==> src/rtl/clkcfg_pkg.sv <==
package clkcfg_pkg;

   // register file geometry
   localparam int CFG_BYTES = 7;
   localparam int IDX_W     = $clog2(CFG_BYTES + 1);

   typedef enum logic [2:0] {
      ST_IDLE,
      ST_ADDR,
      ST_DATA,
      ST_ACK,
      ST_SKIP
   } link_st_t;

   // bits that carry a function in each register
   function automatic logic [7:0] impl_mask(input int idx);
      case (idx)
         0:       return 8'h03;
         1:       return 8'h8F;
         2:       return 8'h7F;
         3:       return 8'hFF;
         4:       return 8'h0F;
         5:       return 8'h11;
         default: return 8'h00;
      endcase
   endfunction

   // function byte clears, enable bytes come up active
   function automatic logic [7:0] reset_val(input int idx);
      return (idx == 0) ? 8'h00 : impl_mask(idx);
   endfunction

endpackage

==> src/rtl/clkcfg_sync.sv <==
module clkcfg_sync #(
   parameter int STAGES = 2,
   parameter int W      = 2
) (
   input  logic         clk,
   input  logic         rst_n,
   input  logic [W-1:0] d_i,
   output logic [W-1:0] q_o
);

   generate
      if (STAGES < 2) begin : g_bad_stages
         $error("clkcfg_sync: STAGES must be at least 2");
      end
      if (W < 1) begin : g_bad_width
         $error("clkcfg_sync: W must be positive");
      end
   endgenerate

   logic [W-1:0] pipe [STAGES];

   // idle bus level is high, so flops reset to ones
   generate
      for (genvar s = 0; s < STAGES; s++) begin : g_stage
         if (s == 0) begin : g_first
            always_ff @(posedge clk or negedge rst_n) begin
               if (!rst_n) pipe[s] <= '1;
               else        pipe[s] <= d_i;
            end
         end else begin : g_next
            always_ff @(posedge clk or negedge rst_n) begin
               if (!rst_n) pipe[s] <= '1;
               else        pipe[s] <= pipe[s-1];
            end
         end
      end
   endgenerate

   assign q_o = pipe[STAGES-1];

endmodule

==> src/rtl/clkcfg_link.sv <==
module clkcfg_link
   import clkcfg_pkg::*;
#(
   parameter logic [6:0] DEV_ADDR = 7'b1101001
) (
   input  logic             clk,
   input  logic             rst_n,
   input  logic             scl_s,
   input  logic             sda_s,
   output logic             sda_oe_o,
   output logic             wr_en_o,
   output logic [IDX_W-1:0] wr_idx_o,
   output logic [7:0]       wr_data_o
);

   localparam logic [7:0]       WR_MATCH = {DEV_ADDR, 1'b0};
   localparam logic [IDX_W-1:0] IDX_END  = IDX_W'(CFG_BYTES);

   link_st_t         st;
   logic             scl_q, sda_q;
   logic [3:0]       bit_cnt;
   logic [7:0]       shreg;
   logic [IDX_W-1:0] byte_idx;

   // line events, decoded on the synchronised levels
   logic scl_rise, scl_fall, start_det, stop_det;
   assign scl_rise  =  scl_s & ~scl_q;
   assign scl_fall  = ~scl_s &  scl_q;
   assign start_det =  scl_s &  scl_q &  sda_q & ~sda_s;
   assign stop_det  =  scl_s &  scl_q & ~sda_q &  sda_s;

   always_ff @(posedge clk or negedge rst_n) begin
      if (!rst_n) begin
         scl_q <= 1'b1;
         sda_q <= 1'b1;
      end else begin
         scl_q <= scl_s;
         sda_q <= sda_s;
      end
   end

   always_ff @(posedge clk or negedge rst_n) begin
      if (!rst_n) begin
         st        <= ST_IDLE;
         bit_cnt   <= '0;
         shreg     <= '0;
         byte_idx  <= '0;
         sda_oe_o  <= 1'b0;
         wr_en_o   <= 1'b0;
         wr_idx_o  <= '0;
         wr_data_o <= '0;
      end else begin
         wr_en_o <= 1'b0;
         if (start_det) begin
            st       <= ST_ADDR;
            bit_cnt  <= '0;
            byte_idx <= '0;
            sda_oe_o <= 1'b0;
         end else if (stop_det) begin
            st       <= ST_IDLE;
            bit_cnt  <= '0;
            byte_idx <= '0;
            sda_oe_o <= 1'b0;
         end else begin
            case (st)
               ST_ADDR, ST_DATA: begin
                  if (scl_rise && bit_cnt < 4'd8) begin
                     shreg   <= {shreg[6:0], sda_s};
                     bit_cnt <= bit_cnt + 4'd1;
                  end else if (scl_fall && bit_cnt == 4'd8) begin
                     if (st == ST_ADDR) begin
                        if (shreg == WR_MATCH) begin
                           sda_oe_o <= 1'b1;
                           st       <= ST_ACK;
                        end else begin
                           st <= ST_SKIP;
                        end
                     end else begin
                        sda_oe_o <= 1'b1;
                        st       <= ST_ACK;
                        if (byte_idx != IDX_END) begin
                           wr_en_o   <= 1'b1;
                           wr_idx_o  <= byte_idx;
                           wr_data_o <= shreg;
                           byte_idx  <= byte_idx + 1'b1;
                        end
                     end
                  end
               end
               ST_ACK: begin
                  if (scl_fall) begin
                     sda_oe_o <= 1'b0;
                     bit_cnt  <= '0;
                     st       <= ST_DATA;
                  end
               end
               default: ;
            endcase
         end
      end
   end

   // acknowledge only begins while the clock line is low
   assert_ack_low_scl_R2: assert property (@(posedge clk) disable iff (!rst_n)
      $rose(sda_oe_o) |-> !scl_s);

   // an ignored transfer never drives the line
   assert_skip_silent_R3: assert property (@(posedge clk) disable iff (!rst_n)
      (st == ST_SKIP) |-> !sda_oe_o);

   // stop returns the pointer to register 0 and releases the line
   assert_stop_rewind_R9: assert property (@(posedge clk) disable iff (!rst_n)
      stop_det |=> (byte_idx == '0 && !sda_oe_o && st == ST_IDLE));

   // repeated start re-enters the address phase at register 0
   assert_start_rewind_R9: assert property (@(posedge clk) disable iff (!rst_n)
      start_det |=> (st == ST_ADDR && byte_idx == '0));

   // bit counter never runs past the acknowledge slot
   assert_bitcnt_bound_R5: assert property (@(posedge clk) disable iff (!rst_n)
      bit_cnt <= 4'd8);

endmodule

==> src/rtl/clkcfg_regfile.sv <==
module clkcfg_regfile
   import clkcfg_pkg::*;
(
   input  logic                        clk,
   input  logic                        rst_n,
   input  logic                        wr_en_i,
   input  logic [IDX_W-1:0]            wr_idx_i,
   input  logic [7:0]                  wr_data_i,
   output logic [CFG_BYTES-1:0][7:0]   cfg_o
);

   generate
      for (genvar i = 0; i < CFG_BYTES; i++) begin : g_byte
         localparam logic [7:0] MASK = impl_mask(i);
         localparam logic [7:0] RVAL = reset_val(i);
         if (MASK == 8'h00) begin : g_none
            assign cfg_o[i] = 8'h00;
         end else begin : g_store
            logic [7:0] q;
            always_ff @(posedge clk or negedge rst_n) begin
               if (!rst_n)
                  q <= RVAL;
               else if (wr_en_i && wr_idx_i == IDX_W'(i))
                  q <= wr_data_i & MASK;
            end
            assign cfg_o[i] = q;
         end
      end
   endgenerate

   // writes never address past the last register
   assert_wr_in_range_R8: assert property (@(posedge clk) disable iff (!rst_n)
      wr_en_i |-> (wr_idx_i < IDX_W'(CFG_BYTES)));

   // contents move only on a write strobe
   assert_hold_no_write_R10: assert property (@(posedge clk) disable iff (!rst_n)
      !wr_en_i |=> $stable(cfg_o));

endmodule

==> src/rtl/clkcfg_serial_slave.sv <==
module clkcfg_serial_slave
   import clkcfg_pkg::*;
#(
   parameter int         SYNC_STAGES = 2,
   parameter logic [6:0] DEV_ADDR    = 7'b1101001
) (
   input  logic        clk,
   input  logic        rst_n,
   input  logic        scl_i,
   input  logic        sda_i,
   output logic        sda_oe_o,
   output logic        test_mode_o,
   output logic        tristate_o,
   output logic [3:0]  cpu_en_o,
   output logic        usb_en_o,
   output logic [5:0]  pci_en_o,
   output logic        pcif_en_o,
   output logic [11:0] sdram_en_o,
   output logic        ref_en_o,
   output logic        ioapic_en_o
);

   generate
      if (CFG_BYTES < 6) begin : g_bad_map
         $error("clkcfg_serial_slave: register map needs at least 6 bytes");
      end
   endgenerate

   logic [1:0]               line_s;
   logic                     wr_en;
   logic [IDX_W-1:0]         wr_idx;
   logic [7:0]               wr_data;
   logic [CFG_BYTES-1:0][7:0] cfg;

   clkcfg_sync #(.STAGES(SYNC_STAGES), .W(2)) u_sync (
      .clk   (clk),
      .rst_n (rst_n),
      .d_i   ({scl_i, sda_i}),
      .q_o   (line_s)
   );

   clkcfg_link #(.DEV_ADDR(DEV_ADDR)) u_link (
      .clk       (clk),
      .rst_n     (rst_n),
      .scl_s     (line_s[1]),
      .sda_s     (line_s[0]),
      .sda_oe_o  (sda_oe_o),
      .wr_en_o   (wr_en),
      .wr_idx_o  (wr_idx),
      .wr_data_o (wr_data)
   );

   clkcfg_regfile u_regs (
      .clk       (clk),
      .rst_n     (rst_n),
      .wr_en_i   (wr_en),
      .wr_idx_i  (wr_idx),
      .wr_data_i (wr_data),
      .cfg_o     (cfg)
   );

   assign test_mode_o = cfg[0][0];
   assign tristate_o  = cfg[0][1];
   assign cpu_en_o    = cfg[1][3:0];
   assign usb_en_o    = cfg[1][7];
   assign pci_en_o    = cfg[2][5:0];
   assign pcif_en_o   = cfg[2][6];
   assign sdram_en_o  = {cfg[4][3:0], cfg[3]};
   assign ref_en_o    = cfg[5][0];
   assign ioapic_en_o = cfg[5][4];

endmodule

==> config.mk <==
export PLATFORM = sky130hd
export DESIGN_NAME = clkcfg_serial_slave
export DESIGN_NICKNAME = d
export VERILOG_FILES = /design/src/rtl/clkcfg_pkg.sv /design/src/rtl/clkcfg_sync.sv /design/src/rtl/clkcfg_link.sv /design/src/rtl/clkcfg_regfile.sv /design/src/rtl/clkcfg_serial_slave.sv
export SDC_FILE = /design/constraint.sdc
export NUM_CORES = 1
export LEC_CHECK = 0
export BUFFER_PORTS_ARGS = -buffer_cell sky130_fd_sc_hd__buf_2
export CORE_MARGIN = 4
export CORE_UTILIZATION = 35
export CTS_CLUSTER_DIAMETER = 40
export CTS_CLUSTER_SIZE = 25
export DETAILED_ROUTE_END_ITERATION = 10
export PLACE_DENSITY_LB_ADDON = 0.3
export SYNTH_ARGS = -nofsm -noshare
export SYNTH_HDL_FRONTEND = slang
export SYNTH_SLANG_ARGS = --single-unit
==> constraint.sdc <==
create_clock -name clk -period 5.68 [get_ports clk]
set_clock_uncertainty 0.05 [all_clocks]
set_input_delay 1.136 -clock clk [delete_from_list [all_inputs] [get_ports clk]]
set_output_delay 1.136 -clock clk [all_outputs]
set_load 0.02 [all_outputs]
==> flow_summary_export.csv <==
group,metric,value,unit
clock_network,holdBufCountCts,0,
yosys,seq_area_frac_synth,61.3,%
hold_path,hold_path_class,"register to register",
final_layout,drive_gt1_share,50.9,%
global_route,grt_pass1_vias,1533,
yosys,synth-main-ff-cell,"dfrtp_1",
final_layout,nFillCells,707,
yosys,yosysMostFrequentCell,"dfrtp_1",
yosys,synth-simple-area-share,7.59,%
yosys,synthAdderAreaFrac,1.84,%
drt,num_vias,1517,
yosys,syn-cell-area,0.00272,sq mm
job,drv_cap,0,
clock_network,cts_root_buf,"clkbuf_8",
yosys,ys_top_cells_by_area,"dfstp_2 (31%), dfrtp_1 (30%), mux2_1 (8.7%)",
sta,fin_ws,3470,ps
clock_network,clk_pin_slew,70,ps
yosys,syn-instance-count,179,
global_route,grt_pass1_wl,7490,um
floorplan,die_x,96.1,um
drt,drc,0,
placed_design,dp_worst_setup_slack,3440,ps
final_layout,syn2layout_area_growth,17.8,%
floorplan,coreArea,0.00741,sq mm
clock_network,clkLatencyLatePin,330,ps
clock_network,cts_tree,"yes",
drt,routedWlPerCell,13.7,um
yosys,async_flop_share,100,%
run_status,outcome,"complete, no violations",
power_and_ir_drop,power,1160,uW
power_and_ir_drop,p_per_area,361,mW/mm^2
drt,viasPerCell,4.70,
sta,setup_viol,0,
global_route,antenna_found_initial,0,
sta,fmax,0.452,GHz
sta,fin_crit_sh,39.0,%
clock_network,cts_inserted_buffers,9,
final_layout,fin_nets,227,
yosys,yosysTopAreaCellShare,30.9,%
yosys,yosys.cell_types.count,40,
sta,report.final.slew_viol_count,0,
clock_network,cts_setup_buffers,0,
floorplan,die-height,96.1,um
yosys,synth_top_family_by_area,"multiplexers",
global_route,grtUsageTotal,10.9,%
yosys,avgSynthCellArea,15.2,sq um
clock_network,clock_sinks,65,
worst_setup_path,crit_path_start_kind,"register",
sta,final-hold-violation-count,0,
power_and_ir_drop,power.leakage,0.00160,uW
clock_network,cts-resized-gates,0,
global_route,grt_max_degree,66,
worst_setup_path,crit_required,5840,ps
yosys,synthMuxAreaShare,22.9,%
final_layout,diodes,0,
floorplan,die_area,0.00924,sq mm
worst_setup_path,path_class,"register to register",
clock_network,h-tree-depth,3,
sta,worstMarginPinSlew,798,ps
yosys,postSynthNetCount,187,
drt,wirelength,4410,um
clock_network,clock_path_buffers,2,
power_and_ir_drop,ir_worst_vdd,0.200,mV
placed_design,port_buffers,32,
floorplan,initial_core_util,36.7,%
yosys,synthXorXnorAreaFrac,1.29,%
placed_design,hpwl,3060,um
worst_setup_path,cp-end-kind,"register",
yosys,yosysTopAreaCell,"dfstp_2",
sta,setup_total_negative_slack,0,ps
yosys,synth_edf_count,0,
floorplan,io_pins,33,
drt,dr.pass1.iters,4,
sta,fin_crit,2210,ps
placed_design,gp_congestion,0.737,
drt,drt_iter0_markers,57,
worst_setup_path,crit_arrival,2370,ps
sta,grt_setup_unrepaired,"no",
final_layout,seqCellArea,0.00167,sq mm
yosys,synth_warnings,0,
global_route,gr-total-overflow,0,
worst_setup_path,crit_fanout,15,
final_layout,multi_input_area,0.00100,sq mm
drt,drtAntennaViolNets,0,
floorplan,rows,31,
yosys,ys_ff_latch,65,
sta,slew_headroom,46.8,%
yosys,synth_common_cells,"dfrtp_1 (33), dfstp_2 (32), mux2_1 (21), mux2_2 (20), mux2_4 (8)",
yosys,synth_compound_area_share,3.27,%
==> report_power, final <==
group / leakage (uW) / internal (uW) / total, uW / switching [uW]
logic: 0.000721 / 104 / 177 / 73.9
registers: 0.000772 / 516 / 568 / 52.3
clock network: 0.000108 / 241 / 410 / 169
==> flip-flops by register name, summed over array words and instances (netlist names) <==
| signal | flops |
|---|---|
| u_regs.g_byte.g_store.q | 28 |
| u_sync.pipe | 2 |
| u_link.st | 3 |
| u_link.scl_q | 1 |
| u_link.wr_idx_o | 3 |
| u_link.shreg | 8 |
| u_link.sda_oe_o | 1 |
| u_link.sda_q | 1 |
| u_sync.q_o | 2 |
| u_link.byte_idx | 3 |
| u_link.wr_en_o | 1 |
| u_link.wr_data_o | 8 |
| u_link.bit_cnt | 4 |
==> critical path, stage by stage, from the launching register on <==
cell	delay (ps)
dfrtp_1	400
ha_1	210
ha_1	180
nor3b_1	170
nand3b_1	550
mux2_1	530
==> cell type report <==
cell class / count / share of cell area (%)
Clock buffer: 12 / 5.20
Clock inverter: 4 / 1.52
Inverter: 7 / 0.821
Multi-Input combinational cell: 103 / 31.3
Sequential cell: 65 / 52.1
Tap cell: 99 / 3.87
Timing Repair Buffer: 33 / 5.24
==> through the flow <==
stage	util (%)	hold slack, ps	instance area [sq um]	std cells
after floorplan	-	295	2720	179
after global placement	40.3	296	2990	307
after detailed placement	40.3	298	2990	307
after CTS	43.2	308	3200	323
after global routing	43.2	315	3200	323
final	43.2	306	3200	323
==> logic make-up after synthesis <==
logic type                 Yosys count
xor gates and xnor gates             4
AOI/OAI and AO/OA                   10
buffers and inverters               11
DFF                                 65
muxes                               53
adders and majority gates            4
and+or+nand+nor                     32
==> path summary, 6_finish.rpt <==
path                            cells past startpoint                from  slack, ps             endpoint
worst min-delay path                                0      u_sync.pipe[2]        310        u_sync.q_o[0]
min in group asynchronous                           2               rst_n        930  u_link.wr_data_o[2]
worst min register to register                      0      u_sync.pipe[2]        310        u_sync.q_o[0]
worst max-delay path                                5  u_link.byte_idx[0]       3470  u_link.wr_data_o[4]
max in group asynchronous                           2               rst_n       4130      u_link.shreg[5]
worst max register to register                      5  u_link.byte_idx[0]       3470  u_link.wr_data_o[4]
==> per-layer routing <==
layer / GRT usage (%) / share of wire (%) / vias up
li1: - / - / 725
met1: 14.0 / 47 / 747
met2: 16.3 / 46 / 38
met3: 3.83 / 5.9 / 7
met4: 5.33 / 1.4 / 0
met5: 0 / 0 / -
==> cell usage in the layout (no fill, tap or decap), types with 2 or more instances in the layout <==
cell type / count
ha_1: 4
nand3_1: 2
nor2_1: 7
nor2b_1: 2
nor3b_1: 3
nand2_1: 3
clkbuf_8: 10
nand3b_1: 2
nand2b_1: 3
dfrtp_1: 33
mux2_2: 20
inv_1: 5
xnor2_1: 3
dfstp_2: 32
a22o_1: 2
mux2_4: 8
inv_2: 2
buf_2: 32
mux2i_1: 4
mux2_1: 21
No activity file was read; power rests on OpenSTA's default activity.
